===== src/rtl/edid_resp_pkg.sv =====
package edid_resp_pkg;

    localparam logic [1:0] A_PIN  = 2'd0;
    localparam logic [1:0] A_CMD  = 2'd1;
    localparam logic [1:0] A_STAT = 2'd2;
    localparam logic [1:0] A_DATA = 2'd3;

    localparam int CMD_RD     = 0;
    localparam int CMD_IDXEN  = 26;
    localparam int CMD_SWRDY  = 30;
    localparam int CMD_CLRINT = 31;

    localparam int ST_ACTIVE = 9;
    localparam int ST_ERR    = 10;
    localparam int ST_HWRDY  = 11;
    localparam int ST_INT    = 12;
    localparam int ST_WAIT   = 14;
    localparam int ST_INUSE  = 15;

    localparam logic [31:0] M_HWRDY = 32'h1 << ST_HWRDY;
    localparam logic [31:0] M_ERR   = 32'h1 << ST_ERR;

    localparam logic [6:0] EDID_TARGET = 7'h50;

    typedef enum logic [1:0] {
        PH_IDLE = 2'd0,
        PH_DATA = 2'd1,
        PH_WAIT = 2'd2
    } phase_e;

    typedef enum logic [2:0] {
        CY_NONE   = 3'd0,
        CY_NIDX_W = 3'd1,
        CY_RSV2   = 3'd2,
        CY_IDX_W  = 3'd3,
        CY_STOP   = 3'd4,
        CY_NIDX_S = 3'd5,
        CY_RSV6   = 3'd6,
        CY_IDX_S  = 3'd7
    } cycle_e;

    typedef struct packed {
        logic       sel;
        logic       avail;
        logic [7:0] ptr;
        logic [8:0] cnt;
        cycle_e     cyc;
    } ctx_t;

    typedef struct packed {
        logic       rd;
        logic [6:0] target;
        logic [7:0] index;
        logic [8:0] count;
        cycle_e     cyc;
        logic       idx_en;
    } cmd_t;

    function automatic cmd_t decode_cmd(input logic [31:0] w);
        cmd_t c;
        c.rd     = w[CMD_RD];
        c.target = w[7:1];
        c.index  = w[15:8];
        c.count  = w[24:16];
        c.cyc    = cycle_e'(w[27:25]);
        c.idx_en = w[CMD_IDXEN];
        return c;
    endfunction

    function automatic logic is_data_cycle(input cycle_e c);
        return (c == CY_NIDX_W) || (c == CY_IDX_W) ||
               (c == CY_NIDX_S) || (c == CY_IDX_S);
    endfunction

    function automatic logic ends_with_stop(input cycle_e c);
        return (c == CY_NIDX_S) || (c == CY_IDX_S);
    endfunction

endpackage


===== src/rtl/edid_store.sv =====
module edid_store #(
    parameter int DEPTH = 128,
    parameter int LANES = 4,
    parameter int AW    = $clog2(DEPTH)
) (
    input  logic               clk,
    input  logic               ld_en,
    input  logic [AW-1:0]      ld_addr,
    input  logic [7:0]         ld_data,
    input  logic [7:0]         rd_base,
    output logic [LANES*8-1:0] lane_bytes
);
    logic [7:0] mem [DEPTH];

    always_ff @(posedge clk) begin
        if (ld_en) mem[ld_addr] <= ld_data;
    end

    for (genvar g = 0; g < LANES; g++) begin : g_lane
        logic [AW-1:0] lane_addr;
        assign lane_addr = AW'(32'(rd_base) + g);
        assign lane_bytes[g*8 +: 8] = mem[lane_addr];
    end
endmodule


===== src/rtl/edid_packer.sv =====
module edid_packer #(
    parameter int DEPTH = 128,
    parameter int LANES = 4,
    parameter int NW    = $clog2(LANES + 1)
) (
    input  logic [7:0]         ptr,
    input  logic [8:0]         cnt,
    input  logic               sel,
    input  logic               avail,
    input  logic [LANES*8-1:0] prev_word,
    input  logic [LANES*8-1:0] lane_bytes,
    output logic [LANES*8-1:0] word,
    output logic [NW-1:0]      adv,
    output logic               have_data,
    output logic               last
);
    logic signed [10:0] left;
    logic [NW-1:0]      take;

    always_comb begin
        left      = $signed({2'b00, cnt}) - $signed({3'b000, ptr});
        have_data = left > 0;
        last      = left <= LANES;
        take      = (left >= LANES) ? NW'(LANES) : left[NW-1:0];
        word      = prev_word;
        adv       = '0;
        for (int i = 0; i < LANES; i++) begin
            if (i < int'(take)) begin
                if (sel && avail && (int'(ptr) + i < DEPTH)) begin
                    word[i*8 +: 8] = lane_bytes[i*8 +: 8];
                    adv            = adv + 1'b1;
                end else begin
                    word[i*8 +: 8] = 8'h00;
                end
            end
        end
    end
endmodule


===== src/rtl/edid_i2c_resp.sv =====
module edid_i2c_resp
    import edid_resp_pkg::*;
#(
    parameter int EDID_BYTES = 128,
    parameter int NUM_PINS   = 8
) (
    input  logic                          clk,
    input  logic                          rst,
    input  logic                          bus_wr,
    input  logic                          bus_rd,
    input  logic [1:0]                    bus_addr,
    input  logic [31:0]                   bus_wdata,
    output logic [31:0]                   bus_rdata,
    input  logic [NUM_PINS-1:0]           mon_present,
    input  logic                          edid_ld_en,
    input  logic [$clog2(EDID_BYTES)-1:0] edid_ld_addr,
    input  logic [7:0]                    edid_ld_data,
    output logic [1:0]                    bus_phase
);
    localparam int LANES = 4;
    localparam int NW    = $clog2(LANES + 1);
    localparam int PIN_W = $clog2(NUM_PINS);

    logic [31:0] pin_q, cmd_q, stat_q, data_q;
    ctx_t        ctx;
    phase_e      phase;

    logic [31:0]        cmd_wv;
    cmd_t               cmd_in;
    logic [PIN_W-1:0]   pin_in;
    logic [LANES*8-1:0] lane_bytes, pk_word;
    logic [NW-1:0]      pk_adv;
    logic               pk_have, pk_last;

    always_comb begin
        cmd_wv            = bus_wdata;
        cmd_wv[CMD_SWRDY] = 1'b0;
        cmd_in            = decode_cmd(cmd_wv);
        pin_in            = bus_wdata[PIN_W-1:0];
    end

    edid_store #(.DEPTH(EDID_BYTES), .LANES(LANES)) u_store (
        .clk       (clk),
        .ld_en     (edid_ld_en),
        .ld_addr   (edid_ld_addr),
        .ld_data   (edid_ld_data),
        .rd_base   (ctx.ptr),
        .lane_bytes(lane_bytes)
    );

    edid_packer #(.DEPTH(EDID_BYTES), .LANES(LANES)) u_pack (
        .ptr       (ctx.ptr),
        .cnt       (ctx.cnt),
        .sel       (ctx.sel),
        .avail     (ctx.avail),
        .prev_word (data_q),
        .lane_bytes(lane_bytes),
        .word      (pk_word),
        .adv       (pk_adv),
        .have_data (pk_have),
        .last      (pk_last)
    );

    always_ff @(posedge clk) begin
        if (rst) begin
            pin_q     <= '0;
            cmd_q     <= '0;
            stat_q    <= M_HWRDY | M_ERR;
            data_q    <= '0;
            ctx       <= '0;
            phase     <= PH_IDLE;
            bus_rdata <= '0;
        end else if (bus_wr) begin
            case (bus_addr)
                A_PIN: begin
                    pin_q <= bus_wdata;
                    ctx   <= '0;
                    if (pin_in != '0) begin
                        phase             <= PH_IDLE;
                        stat_q[ST_ACTIVE] <= 1'b0;
                        stat_q[ST_HWRDY]  <= 1'b1;
                        stat_q[ST_WAIT]   <= 1'b1;
                        if (mon_present[pin_in]) begin
                            ctx.avail      <= 1'b1;
                            stat_q[ST_ERR] <= 1'b0;
                        end else begin
                            stat_q[ST_ERR] <= 1'b1;
                        end
                    end
                end
                A_CMD: begin
                    if (cmd_q[CMD_CLRINT]) begin
                        if (!bus_wdata[CMD_CLRINT]) begin
                            cmd_q[CMD_CLRINT] <= 1'b0;
                            stat_q <= M_HWRDY | (ctx.avail ? 32'h0 : M_ERR);
                            phase  <= PH_IDLE;
                        end
                    end else begin
                        if (bus_wdata[CMD_CLRINT]) begin
                            stat_q[ST_INT]   <= 1'b0;
                            stat_q[ST_HWRDY] <= 1'b1;
                        end
                        ctx.cnt <= cmd_in.count;
                        ctx.cyc <= cmd_in.cyc;
                        if (cmd_in.target == EDID_TARGET) ctx.sel <= 1'b1;
                        if (cmd_in.idx_en) ctx.ptr <= cmd_in.index;
                        if (cmd_in.cyc == CY_STOP) begin
                            if (cycle_e'(cmd_q[27:25]) != CY_NONE) begin
                                ctx               <= '0;
                                phase             <= PH_IDLE;
                                stat_q[ST_ACTIVE] <= 1'b0;
                            end
                        end else if (is_data_cycle(cmd_in.cyc)) begin
                            phase             <= PH_DATA;
                            stat_q[ST_ACTIVE] <= 1'b1;
                        end
                        cmd_q <= cmd_wv;
                    end
                end
                A_STAT: begin
                    if (bus_wdata[ST_INUSE]) stat_q[ST_INUSE] <= 1'b0;
                end
                default: ;
            endcase
        end else if (bus_rd) begin
            case (bus_addr)
                A_PIN:  bus_rdata <= pin_q;
                A_CMD:  bus_rdata <= cmd_q;
                A_STAT: begin
                    bus_rdata         <= stat_q;
                    stat_q[ST_INUSE]  <= 1'b1;
                end
                default: begin
                    if (cmd_q[CMD_RD] && pk_have) begin
                        data_q    <= pk_word;
                        bus_rdata <= pk_word;
                        ctx.ptr   <= ctx.ptr + 8'(pk_adv);
                        if (pk_last) begin
                            phase <= ends_with_stop(ctx.cyc) ? PH_IDLE : PH_WAIT;
                            ctx   <= '0;
                        end
                    end else begin
                        bus_rdata <= data_q;
                    end
                end
            endcase
        end
    end

    assign bus_phase = phase;

    assert_active_in_data_R5: assert property (@(posedge clk) disable iff (rst)
        (phase == PH_DATA) |-> stat_q[ST_ACTIVE]);

    assert_swrdy_dropped_R3: assert property (@(posedge clk) disable iff (rst)
        (bus_wr && bus_addr == A_CMD && !cmd_q[CMD_CLRINT]) |=> !cmd_q[CMD_SWRDY]);

    assert_inuse_after_read_R9: assert property (@(posedge clk) disable iff (rst)
        (bus_rd && !bus_wr && bus_addr == A_STAT) |=> stat_q[ST_INUSE]);

    assert_rdata_hold_R7: assert property (@(posedge clk) disable iff (rst)
        !bus_rd |=> $stable(bus_rdata));

    assert_clrint_ready_R10: assert property (@(posedge clk) disable iff (rst)
        (bus_wr && bus_addr == A_CMD && !cmd_q[CMD_CLRINT] && bus_wdata[CMD_CLRINT])
        |=> (stat_q[ST_HWRDY] && !stat_q[ST_INT] && cmd_q[CMD_CLRINT]));

    assert_ptr_hold_R11: assert property (@(posedge clk) disable iff (rst)
        (!bus_wr && !(bus_rd && bus_addr == A_DATA)) |=> $stable(ctx.ptr));
endmodule


===== config.mk =====
export PLATFORM = sky130hd
export DESIGN_NAME = edid_i2c_resp
export DESIGN_NICKNAME = d
export VERILOG_FILES = /design/src/rtl/edid_resp_pkg.sv /design/src/rtl/edid_store.sv /design/src/rtl/edid_packer.sv /design/src/rtl/edid_i2c_resp.sv
export SDC_FILE = /design/constraint.sdc
export NUM_CORES = 2
export LEC_CHECK = 0
export BUFFER_PORTS_ARGS = -buffer_cell sky130_fd_sc_hd__buf_4
export CAP_MARGIN = 25
export CORE_AREA = 2 2 542 544
export CTS_CLUSTER_SIZE = 8
export DETAILED_ROUTE_END_ITERATION = 10
export DIE_AREA = 0 0 544 546
export GPL_ROUTABILITY_DRIVEN = 0
export HOLD_SLACK_MARGIN = 0.08
export PLACE_DENSITY = 0.47
export SLEW_MARGIN = 10
export SYNTH_ARGS = -nofsm -noshare
export SYNTH_HDL_FRONTEND = slang
export SYNTH_SLANG_ARGS = --single-unit

===== constraint.sdc =====
create_clock -name clk -period 9.1 [get_ports clk]
set_clock_uncertainty 0.15 [all_clocks]
set_input_delay 1.365 -clock clk [delete_from_list [all_inputs] [get_ports clk]]
set_output_delay 1.365 -clock clk [all_outputs]
set_load 0.005 [all_outputs]

## Word-level counts from Yosys, hierarchy flattened

Memory sizes are Yosys's and may differ from the RTL's. A register that Yosys moved wholly into a read port is not among the register bits.
Cells that the tools add are included.
W data, S select, Z words.

- Add/subtract/negate cells: 11
- Order comparisons: 12
- Equal/unequal tests: 30
- Muxes and demuxes: 73
- Bitwise operators: 4
- Reduce and logical (&&, ||, !) cells: 36

Operator list:

| kind | number |
|---|---|
| $mux W22 | 8 |
| $lt A32 B9 Y1 const B | 3 |
| $pmux W32 S3 | 1 |
| $mux W8 | 9 |
| $pmux W22 S2 | 1 |
| $mux W32 | 1 |
| $mux W3 | 10 |
| $mux W2 | 14 |
| $ne A3 B3 Y1 const B | 9 |
| $mux W1 | 20 |
| $add A8 B2 Y9 const B | 2 |
| $reduce_and A6 Y1 | 3 |
| $mux W16 | 1 |
| $eq A3 B3 Y1 const B | 5 |
| $reduce_and A5 Y1 | 3 |
| $add A7 B2 Y7 const B | 2 |
| $mux W7 | 2 |
| $reduce_bool A2 Y1 | 7 |
| $ne A4 B4 Y1 const B | 3 |
| $mux W11 | 1 |
| $ge A10 B4 Y1 const B | 1 |
| $gt A10 B1 Y1 const B | 1 |
| $le A10 B4 Y1 const B | 1 |
| $ne A5 B5 Y1 const B | 2 |
| other kinds (32) | 56 |

- Register bits after elaboration: 166
- Bits in writable memories: 1024
- Input port bits: 62
- Output and inout port bits: 34
- Logic and storage cells: 184
- Memories kept: 1

Memories:

| memory | depth | width | read ports | clocked after memory_dff | write ports | RTL line | RTL |
|---|---|---|---|---|---|---|---|
| u_store.mem | 128 | 8 | 4 | 1 | 1 | edid_store.sv:13 | `logic [7:0] mem [DEPTH];` |

## Logic depth before layout (Yosys ltp)

- Depth in word-level cells: 22
- Mapped depth: 29
- Gate-level depth less buffers: 27

## Modules after synthesis

Synthesis repeated with hierarchy kept, for this count alone.

- Cells, all modules: 5414
- Area, all modules: 73105.1 um2

Modules (own cells, without submodules):

| module | instances | cells each | area an instance (um2) |
|---|---|---|---|
| edid_store | 1 | 4390 | 65007.3 |
| edid_i2c_resp | 1 | 826 | 6864.1 |
| edid_packer | 1 | 198 | 1233.7 |

## Worst setup path after synthesis

Ideal clock, no wire load.

- Path kind: register to register
- From: reg, netlist name ctx[13]
- To: reg with a tool-made name
- Setup time: 0.143 ns
- Data arrival time: 5.923 ns
- Path slack: 2.884 ns
- Cell stages (with the launch flop): 29
- Period minus slack after synthesis: 6.216 ns
- Path through: dfxtp_1 > clkbuf_1 > clkbuf_1 > clkbuf_1 > inv_1 > ha_1 > nand2_1 > o21ai_0 > xor2_1 > nor4_1 > a21oi_1 > nor2_1 > a31oi_1 > ha_1 > mux2i_1 > inv_1 > ha_1 > inv_1 > mux2i_1 > ha_1 > inv_1 > o31a_1 > mux2_2 > ha_1 > nor2b_1 > o21ai_0 > nor2b_1 > o311ai_0 > o21ai_0

==> results.md <==
* Status: complete, no violations
* # port buffers at 95
* First-pass DRT Iterations at 6
* Worst-path clk slew at 0.06 ns
* Pin count of the biggest net entering global routing at 112
* Post-synthesis average cell area at 16.63 sq um
* CTS Buf Count at 169
* Final min period at 7.393 ns
* Startpoint Class: register
* Tcrit/Tclk final at 81.24%
* DIE WIDTH at 544 microns
* Yosys warns at 0
* Crit Path Max Fanout at 18
* Max Clk Rate at 0.1353 GHz
* TritonCTS Sinks at 1185
* Root buffer cell: clkbuf_16
* Max Cap Viol at 0
* Net Count, Synth at 4439
* Number of fill cells at 28906
* Placed inst area at 78250 sq um
* Clk_lat worst skew at 0.87 ns
* Min-delay worst type: reg -> reg
* Slew HR at 24.18%
* Die height at 546 microns
* IO Count at 96
* RSZ-0062 raised after global routing: false
* Critical path type: reg -> reg
* Largest area contributor in the netlist: edfxtp_1
* Critical path origin: ctx[15]$_SDFFE_PP0P_
* Post-CTS Hold Fix Bufs at 0
* CP most frequent cell: ha_1
* Layout cells sized above 1 at 40.44%
* Hold Fails Final Rpt at 0
* Post-Layout Cell Count at 8431
* Area of the multi-input gates at 36480 sq um
* Starting Density at 24.80%
* Slew Viols, Final at 0
* HPWL after DPL at 202900 microns
* FP Rows at 199
* Core area at 292100 sq um
* CTS Buffer Depth at 3
* First-pass GRT wire length at 413100 microns
* FF-to-FF Start: ctx[15]$_SDFFE_PP0P_
* Vias in the first global route at 48188
* Share of the synthesized area in the top cell type at 42.46%
* FF+latch area at 34000 sq um
* Number of synthesized register bits at 1185
* Area Overhead vs Synth at 14.70%
* CP Capture Type: register
* H-tree Lvls at 4
* Placed insts at 8196
* Final core occ at 28.44%
* Drt total wl at 300800 microns
* CP max-delay cell: dfxtp_1
* Routed Antenna Nets at 0
* Setup-failing EPs final at 0
* Peak supply drop at 0.2036 mV
* Sequential cell area fraction in the yosys report at 46.91%
* Final Instance Area at 83070 sq um
* Nets at 4536
* TritonCTS clock tree: done
* 1st-iter DRT viols at 8011
* Pwr dens at 167.1 nW/um^2
* Post-synth EDFFs at 1024
* Post-CTS Setup Bufs at 0
* Slew @ Worst Pin at 1.129 ns
* Post-synth top cells: mux4_2 (1204), edfxtp_1 (1024), nand2_1 (386)
* Worst Hold Launch: data_q[18]$_SDFFE_PP0P_
* Total negative slack at 0 ns
* Vias at 50020
* Synth area leaders: edfxtp_1 (42%), mux4_2 (37%), dfxtp_1 (4.5%)
* Leakage Power at 24.44 nW
* Routed length per instance at 35.68 microns
* Gr usage total at 19.83%
* Worst path required time at 9.65 ns
* Syn Inst Count at 4356
* Gr ovfl total at 0
* Cell area after synthesis at 72420 sq um
* Die Footprint at 297000 sq um
* Unique masters post-synth at 88
* Dominant cell by count in the synthesized netlist: mux4_2
* Vias per std cell at 5.933
* Slowest stage delay, CP at 0.91 ns
* Post-synth ARST share at 0%
* Post-CTS sizing at 0
* Top FF cell, synth: edfxtp_1
* Initial antenna violation count at 26
* DR DRC count at 0
* Arrival time at the worst endpoint at 7.94 ns
[cell families after synthesis]
kind of cell | count (synthesis) | share of synthesized area [%]
multiplexers | 1354 | 39.58
flip-flops | 1185 | 46.91
AND/OR/NAND/NOR | 854 | 5.226
AO/OA/AOI/OAI | 460 | 4.399
buffers and inverters | 453 | 3.080
XOR/XNOR | 29 | 0.4215
adder cells (fa/ha/maj) | 21 | 0.3835
[layer usage]
metal / vias up / routed length [microns] / global-route usage [%]
li1: 18941 / - / -
met1: 26760 / 115600 / 26.11
met2: 3689 / 134600 / 29.53
met3: 606 / 35220 / 6.394
met4: 24 / 15060 / 9.100
met5: - / 250 / 0.2273
[area by class of cell]
cell class / count / area share, %
Multi-Input combinational cell: 2718 / 43.91
Inverter: 55 / 0.2591
Antenna cell: 9 / 0.02711
Tap cell: 3919 / 5.903
Clock buffer: 199 / 5.239
Timing Repair Buffer: 324 / 3.270
Clock inverter: 22 / 0.4639
Sequential cell: 1185 / 40.93
[cell usage in the layout, fill, tap and decap left out, types with 14 or more instances in the layout]
cell,count
inv_1,52
ha_1,17
and3_1,17
nor3_1,38
buf_12,21
a22o_1,15
o21ai_0,76
a211oi_1,20
clkbuf_16,169
nand4_1,50
a2111oi_0,14
buf_4,294
nand2_1,386
edfxtp_1,1024
a31oi_1,17
nor2b_1,14
a22oi_1,19
nor2_1,182
mux4_2,1204
a32oi_1,30
mux2i_1,112
nand3_1,78
mux2_2,38
clkbuf_1,29
dfxtp_1,155
a222oi_1,15
nor2_2,23
a21oi_1,125
[worst max-delay path: cells and delay by family, from the launching register on]
kind	cells	cell delay (ns)
AND/OR/NAND/NOR	7	1.38
flip-flops	1	0.91
buffers and inverters	4	0.75
AO/OA/AOI/OAI	7	1.59
multiplexers	3	0.81
adder cells (fa/ha/maj)	5	1.62
[flip-flops by register name, summed over array words and instances (netlist names), named ones only]
register and cells:
cmd_q 31, bus_phase 2, u_store.mem 1024, data_q 32, stat_q 4, bus_rdata 32
ctx 21, pin_q 32
[final timing paths]
check | endpoint | slack, ns | cells past startpoint
min reg2reg | data_q[18]$_SDFFE_PP0P_ | 0.30 | 1
min | data_q[18]$_SDFFE_PP0P_ | 0.30 | 1
max reg2reg | register | 1.71 | 26
max | register | 1.71 | 26
[report_power, final]
part / internal [mW] / leakage, nW / total [mW] / switching [mW]
clock network: 3.36 / 2.28 / 5.88 / 2.53
logic: 0.837 / 11.6 / 2.01 / 1.17
registers: 5.94 / 10.5 / 5.99 / 0.0480
[metrics by stage]
stage	hold slack (ns)	setup WS, ns	total power, mW
after global placement	0.2868	1.915	8.073
after global routing	0.3149	1.151	14.24
after CTS	0.3035	1.882	13.95
final	0.3015	1.707	13.88
after detailed placement	0.2949	1.903	8.067
after floorplan	0.2765	2.884	7.333
Note: power is estimated with default switching activity, not from simulation.
